$ cat src/rtl/intc_pkg.sv
package intc_pkg;

    typedef enum logic [1:0] {
        STK_HOLD = 2'd0,
        STK_PUSH = 2'd1,
        STK_POP  = 2'd2
    } stk_op_e;

    // level code of a device line index
    function automatic int line_level(input int idx);
        return idx + 1;
    endfunction

endpackage

$ cat src/rtl/intc_sync.sv
module intc_sync #(
    parameter int W = 2
) (
    input  logic         clk,
    input  logic         rst,
    input  logic [W-1:0] d,
    output logic [W-1:0] q
);
    logic [W-1:0] meta;

    always_ff @(posedge clk) begin
        if (rst) begin
            meta <= '0;
            q    <= '0;
        end else begin
            meta <= d;
            q    <= meta;
        end
    end
endmodule

$ cat src/rtl/intc_pick.sv
module intc_pick
    import intc_pkg::*;
#(
    parameter int N     = 4,
    parameter int ID_W  = 3,
    parameter int LVL_W = 3
) (
    input  logic             en,
    input  logic [N-1:0]     req,
    input  logic             nmi,
    output logic             valid,
    output logic [ID_W-1:0]  id,
    output logic [LVL_W-1:0] lvl
);
    always_comb begin
        valid = 1'b0;
        id    = '0;
        lvl   = '0;
        for (int i = 0; i < N; i++) begin
            if (en && req[i]) begin
                valid = 1'b1;
                id    = ID_W'(i);
                lvl   = LVL_W'(line_level(i));
            end
        end
        if (nmi) begin
            valid = 1'b1;
            id    = ID_W'(N);
            lvl   = LVL_W'(N + 1);
        end
    end
endmodule

$ cat src/rtl/intc_lvl_stack.sv
module intc_lvl_stack
    import intc_pkg::*;
#(
    parameter int DEPTH = 5,
    parameter int LVL_W = 3
) (
    input  logic             clk,
    input  logic             rst,
    input  stk_op_e          op,
    input  logic [LVL_W-1:0] new_lvl,
    output logic [LVL_W-1:0] cur_lvl,
    output logic             empty
);
    localparam int SP_W = $clog2(DEPTH + 1);

    logic [LVL_W-1:0] saved [DEPTH];
    logic [SP_W-1:0]  sp;

    assign empty = (sp == '0);

    always_ff @(posedge clk) begin
        if (rst) begin
            sp      <= '0;
            cur_lvl <= '0;
            for (int i = 0; i < DEPTH; i++) saved[i] <= '0;
        end else begin
            case (op)
                STK_PUSH: begin
                    if (sp < SP_W'(DEPTH)) begin
                        saved[sp] <= cur_lvl;
                        sp        <= sp + 1'b1;
                        cur_lvl   <= new_lvl;
                    end
                end
                STK_POP: begin
                    if (!empty) begin
                        cur_lvl <= saved[sp - 1'b1];
                        sp      <= sp - 1'b1;
                    end
                end
                default: ;
            endcase
        end
    end
endmodule

$ cat src/rtl/prio_irq_ctrl.sv
module prio_irq_ctrl
    import intc_pkg::*;
#(
    parameter  int NUM_SRC = 4,
    localparam int LVL_W   = $clog2(NUM_SRC + 2),
    localparam int ID_W    = $clog2(NUM_SRC + 1)
) (
    input  logic               clk,
    input  logic               rst,
    input  logic               irq_en,
    input  logic [NUM_SRC-1:0] dev_req,
    input  logic               nmi_req,
    input  logic               cpu_ack,
    input  logic               eoi,
    output logic               cpu_irq,
    output logic [NUM_SRC-1:0] dev_ack,
    output logic               nmi_ack,
    output logic [LVL_W-1:0]   cur_level,
    output logic               pend_valid,
    output logic [ID_W-1:0]    pend_id
);
    localparam int DEPTH = NUM_SRC + 1;

    logic [NUM_SRC:0]   req_s;
    logic [LVL_W-1:0]   pend_lvl;
    logic               stk_empty;
    logic               grant;
    stk_op_e            op;

    intc_sync #(.W(NUM_SRC + 1)) sync_i (
        .clk (clk),
        .rst (rst),
        .d   ({nmi_req, dev_req}),
        .q   (req_s)
    );

    intc_pick #(.N(NUM_SRC), .ID_W(ID_W), .LVL_W(LVL_W)) pick_i (
        .en    (irq_en),
        .req   (req_s[NUM_SRC-1:0]),
        .nmi   (req_s[NUM_SRC]),
        .valid (pend_valid),
        .id    (pend_id),
        .lvl   (pend_lvl)
    );

    assign cpu_irq = pend_valid && (pend_lvl > cur_level);
    assign grant   = cpu_ack && cpu_irq && !eoi;

    always_comb begin
        if (eoi)        op = STK_POP;
        else if (grant) op = STK_PUSH;
        else            op = STK_HOLD;
    end

    intc_lvl_stack #(.DEPTH(DEPTH), .LVL_W(LVL_W)) stack_i (
        .clk     (clk),
        .rst     (rst),
        .op      (op),
        .new_lvl (pend_lvl),
        .cur_lvl (cur_level),
        .empty   (stk_empty)
    );

    always_ff @(posedge clk) begin
        if (rst) begin
            dev_ack <= '0;
            nmi_ack <= 1'b0;
        end else begin
            for (int i = 0; i < NUM_SRC; i++)
                dev_ack[i] <= grant && (pend_id == ID_W'(i));
            nmi_ack <= grant && (pend_id == ID_W'(NUM_SRC));
        end
    end
endmodule

$ cat config.mk
export PLATFORM = sky130hd
export DESIGN_NAME = prio_irq_ctrl
export DESIGN_NICKNAME = d
export VERILOG_FILES = /design/src/rtl/intc_pkg.sv /design/src/rtl/intc_sync.sv /design/src/rtl/intc_pick.sv /design/src/rtl/intc_lvl_stack.sv /design/src/rtl/prio_irq_ctrl.sv
export SDC_FILE = /design/constraint.sdc
export NUM_CORES = 1
export LEC_CHECK = 0
export BUFFER_PORTS_ARGS = -buffer_cell sky130_fd_sc_hd__buf_2
export CAP_MARGIN = 20
export CORE_MARGIN = 1.5
export CORE_UTILIZATION = 52
export DETAILED_ROUTE_END_ITERATION = 10
export HOLD_SLACK_MARGIN = 0.02
export PLACE_DENSITY_LB_ADDON = 0.1
export RECOVER_POWER = 50
export SLEW_MARGIN = 20
export SYNTH_ARGS = -nofsm -noshare
export SYNTH_HDL_FRONTEND = slang
export SYNTH_HIERARCHICAL = 1
export SYNTH_SLANG_ARGS = --single-unit
$ cat constraint.sdc
create_clock -name clk -period 2.9 [get_ports clk]
set_clock_uncertainty 0.2 [all_clocks]
set_input_delay 0.29 -clock clk [delete_from_list [all_inputs] [get_ports clk]]
set_output_delay 0.29 -clock clk [all_outputs]
set_load 0.005 [all_outputs]
After elaboration in Yosys (flattened, before gate mapping)
Memories as Yosys holds them, arrays and structs flattened.
Index checks and enable logic that the tools add are counted.
{ "op_classes": {"n_eq_ne": 8, "n_mux": 31, "addsub": 2, "n_reduce_logical": 18, "magnitude_cmp": 2} }
{ "op_table": {"columns": ["op", "count"], "rows": [
  ["3-bit 2-to-1 mux", 9],
  ["1-bit 2-to-1 mux", 15],
  ["1-bit logical AND", 12],
  ["3-bit one-hot mux with 2 select lines", 2],
  ["2-bit 2-to-1 mux", 5],
  ["3-bit by 2-bit equality test with 1-bit output, second input constant", 2],
  ["3-bit logical NOT", 2],
  ["3-bit by 1-bit adder with 3-bit output, second input constant", 1],
  ["3-bit by 1-bit equality test with 1-bit output, second input constant", 1],
  ["3-bit equality test, second input constant", 1],
  ["3-bit greater-than comparator", 1],
  ["3-bit less-than comparator, second input constant", 1],
  ["3-bit AND reduction", 1],
  ["3-bit OR reduction", 1],
  ["3-bit by 1-bit subtractor with 3-bit output, second input constant", 1],
  ["2-bit by 1-bit equality test with 1-bit output, second input constant", 1],
  ["2-bit equality test, second input constant", 1],
  ["2-bit by 1-bit != test with 1-bit output, second input constant", 1],
  ["2-bit != test, second input constant", 1],
  ["2-bit nonzero test", 1],
  ["1-bit logical NOT", 1]
]} }
{ "totals": {"word_cells": 68, "mem_count": 1, "reg_bits": 21, "ram_bits": 15, "input_bits": 10, "output_inout_bits": 13} }
{ "memory_table": {"columns": ["memory", "depth", "word_bits", "rd", "rd_ports_with_merged_regs", "wr", "line_no", "rtl"], "rows": [
  ["stack_i.saved", 5, 3, 1, 0, 5, "intc_lvl_stack.sv:16", "logic [LVL_W-1:0] saved [DEPTH];"]
]} }

Longest topological paths before layout
{ "logic_depth": {"depth_word": 18, "mapped_depth": 13, "depth_no_buf": 12} }

By module
The synthesis kept the hierarchy.
{ "modules_own_cells": {"columns": ["mod", "n_inst", "cells_each", "seq_area_each_um2", "area_each_um2"], "rows": [
  ["intc_lvl_stack", 1, 115, 840.8, 1482.7],
  ["prio_irq_ctrl", 1, 32, 100.1, 272.8],
  ["intc_sync", 1, 20, 200.2, 262.8],
  ["intc_pick", 1, 15, 0.0, 91.3]
]} }

Worst setup path after synthesis
Ideal clock, no wire load.
{ "synth_path": {"path_type": "register to register", "start": "register sync_i.q[4]", "end": "memory stack_i.saved[3][0], enable pin", "arrival_time_ns": 2.335, "required_time_ns": 2.395, "period_less_slack_ns": 2.840, "path_stages_with_launch": 11, "slack_ns": 0.060, "setup_time_ns": 0.305, "cell_sequence": "dfxtp_1 -> nand2b_1 -> nor3_1 -> ha_1 -> nand3_1 -> nand2_1 -> nor3_1 -> nand2b_1 -> nor3_1 -> nand3_1 -> nand2b_1"} }
{ "synth_lines": {"columns": ["element", "line_no", "rtl"], "rows": [
  ["start, declared", "intc_sync.sv:7", "output logic [W-1:0] q"],
  ["start signal, assigned", "intc_sync.sv:17", "q <= meta;"],
  ["end, declared", "intc_lvl_stack.sv:16", null]
]} }

==> reports/metrics.csv <==
metric,value,unit
outcome,finished clean,
drtAntennaViolNets,0,
cts_made_buffers,5,
synth.largest_area_cell,edfxtp_1,
cts_tree,yes,
grtUsageMet2,29.6,%
n_fill_cell,265,
fin_crit_sh,95.3,%
hold_viol_final,0,
final_nets,242,
clk_pin_slew,0.08,ns
fin_cells,275,
setup_violations,0,
power_density,789,nW/um2
slew_violations,0,
die_area,4450,um2
cts_sinks,45,
rows,22,
drc,0,
p_int,0.00134,W
grt.total_usage,19.6,%
area_growth,20.0,%
grt_use_met1,26.2,%
p_clk_share,20.7,%
die_h,66.7,um
cts_root_buf,clkbuf_8,
htree_num_levels,2,
cts_buffer_depth,2,
pre_cts_slack,-0.000145,ns
synth_seq_cells,45,
antenna_found_initial,0,
p_comb_share,39.0,%
ios,23,
setup-tns-final,0,ns
irDropWorstVdd,0.586,mV
drive_gt1_share,25.6,%
synth_top_flop_cell,edfxtp_1,
synth.cell_area,2110,um2
path_delay_family,simple AND/OR/NAND/NOR gates,
diodes,0,
grt_first_pass_wirelength,6.32,mm
register_area,1140,um2
grt_pass1_vias,1368,
holdPathStages,3,
swShare,33.1,%
synthTopCellsByArea,"edfxtp_1, dfxtp_1, mux2i_1",
io_buffers,22,
dp_cells,261,
cp.arrival,2.68,ns
finalWirelength,4.00,mm
drtPass1Iterations,4,
grt_setup_unrepaired,true,
synth.distinct_cells,40,
core_area,3770,um2
avgSynthCellArea,11.6,um2
fmax,362,MHz
grt_max_degree,29,
cp_common_cell,nand2b_1,
max-cap-violations,0,
worstPathRequired,2.81,ns
vias,1507,
vias_per_cell,5.48,
busiest_layer,met2,
reg2reg_slack,0.14,ns
clk_latency,0.30,ns
gp_congestion,0.912,
p_total,0.00200,W
wl_per_cell,14.5,um
start_util,55.9,%
ys_seq_area_share,54.1,%
slowest_delay,0.38,ns
end_kind,flip-flop,
yosys_warnings,6,
dp.final_hpwl,2.74,mm
holdCritPathClass,primary input to flip-flop,
synth_top_area_share,34.2,%
cp_cell_sequence,"nand2b_1, nor3_1, ha_1, nand3_1, nand2_1, nor3_2, nand2b_1, buf_4, or3_4, nor4_1",
crit_buf_inv,1,
synth_cells,182,
seq_power_share,40.3,%
slowest_stage,or3_4,
rr_worst_depth,10,
multi_input_area,925,um2
hold_slack,0.167,ns
die_x,66.7,um
power_switching,0.000662,W
fin_crit,2.76,ns
leakagePower,0.986,nW
initialDrtViolationCount,85,
gr-total-overflow,0,
cp.depth,10,
ys_async_sr_fraction,0,%
critical_path_class,flip-flop to flip-flop,
cp-start-kind,flip-flop,
cp_max_fo,6,
fin_ws,0.135,ns
use_met3,4.90,%
synth_edf_count,24,
==> cells in the final DEF, fill, tap and decap left out, types with 2 or more instances in the layout <==
| cell | instances |
|---|---|
| edfxtp_1 | 24 |
| buf_2 | 22 |
| dfxtp_1 | 20 |
| mux2i_1 | 13 |
| nor2b_1 | 12 |
| inv_1 | 11 |
| nor2_1 | 11 |
| a21oi_1 | 10 |
| buf_4 | 10 |
| conb_1 | 9 |
| nand2_1 | 7 |
| nor4_1 | 7 |
| nand2b_1 | 6 |
| ha_1 | 6 |
| clkbuf_8 | 5 |
| dlygate4sd3_1 | 5 |
| nor3_1 | 4 |
| nor4_2 | 4 |
| and3_1 | 3 |
| mux4_2 | 3 |
| a311o_1 | 3 |
| nor3_2 | 2 |
| nand4b_1 | 2 |
| a21o_1 | 2 |
| a31o_2 | 2 |
| xnor2_1 | 2 |
==> final cells by class <==
type	instances	area share, %
flip-flops and latches	45	45.1
multi-input cells	124	36.5
repair buffers	38	10.1
clock buffers	7	3.85
well taps	48	2.37
inverters	12	1.88
clock inverters	1	0.198
==> cell usage after synthesis (6+ instances only) <==
master,n
ha_1,6
edfxtp_1,24
a21oi_1,10
nor2b_1,12
nor4_1,11
mux2i_1,13
dfxtp_1,21
inv_1,11
nand2_1,7
nor2_1,11
nand2b_1,6
nor3_1,6
==> timing repair <==
item                       CTS  global route
gates resized for setup      0            10
hold endpoints to repair     5             0
buffers inserted             0             1
hold buffers                 5             0
setup endpoints to repair    0            23
==> path summary, 6_finish.rpt <==
check | end | startpoint
worst min-delay path | dev_ack[0] | cpu_ack
worst min register to register | sync_i/q[3] | sync_i/meta[3]
worst max register to register | stack_i/saved[2][1] | sync_i/q[4]
worst max-delay path | stack_i/saved[2][1] | sync_i/q[4]
==> worst register-to-register path: cells and delay by family (launching register included) <==
| family | cells | cell delay (ns) |
|---|---|---|
| adder cells (fa/ha/maj) | 1 | 0.30 |
| flip-flops | 1 | 0.32 |
| buffers and inverters | 1 | 0.18 |
| AND/OR/NAND/NOR | 8 | 1.58 |
==> metal layers <==
layer,wire length (um),up-vias,part of all wire (%)
met2,1880,58,47
li1,-,744,-
met3,284,10,7.1
met5,0,-,0
met1,1740,695,44
met4,89,0,2.2
==> metrics by stage <==
step,cell area (um2),util [%]
after floorplan,2140,-
after global placement,2320,61.6
after detailed placement,2320,61.6
after CTS,2480,65.7
after global routing,2530,67.2
final,2530,67.2
==> kinds of logic after synthesis <==
family | synth area share (%)
xor gates and xnor gates | 1.25
AOI/OAI and AO/OA | 9.19
DFF | 54.1
adders and majority gates | 3.56
buffers and inverters | 5.69
other | 0.178
and+or+nand+nor | 16.7
muxes | 9.37
==> power groups by stage <==
stage,clock (W),sequential [W],combinational [W]
floorplan,0,0.000777,0.000626
global placement,0,0.000809,0.000738
detailed placement,0,0.000812,0.000752
CTS,0.000425,0.000796,0.000762
global route,0.000445,0.000814,0.000841
finish,0.000414,0.000805,0.000779
==> flip-flops by register name, indices dropped and copies added (netlist names) <==
name,count
nmi_ack,1
dev_ack,4
sync_i/q,5
stack_i/saved,24
stack_i/cur_lvl,3
sync_i/meta,5
stack_i/sp,3
Power figures use the tool's default switching activity.
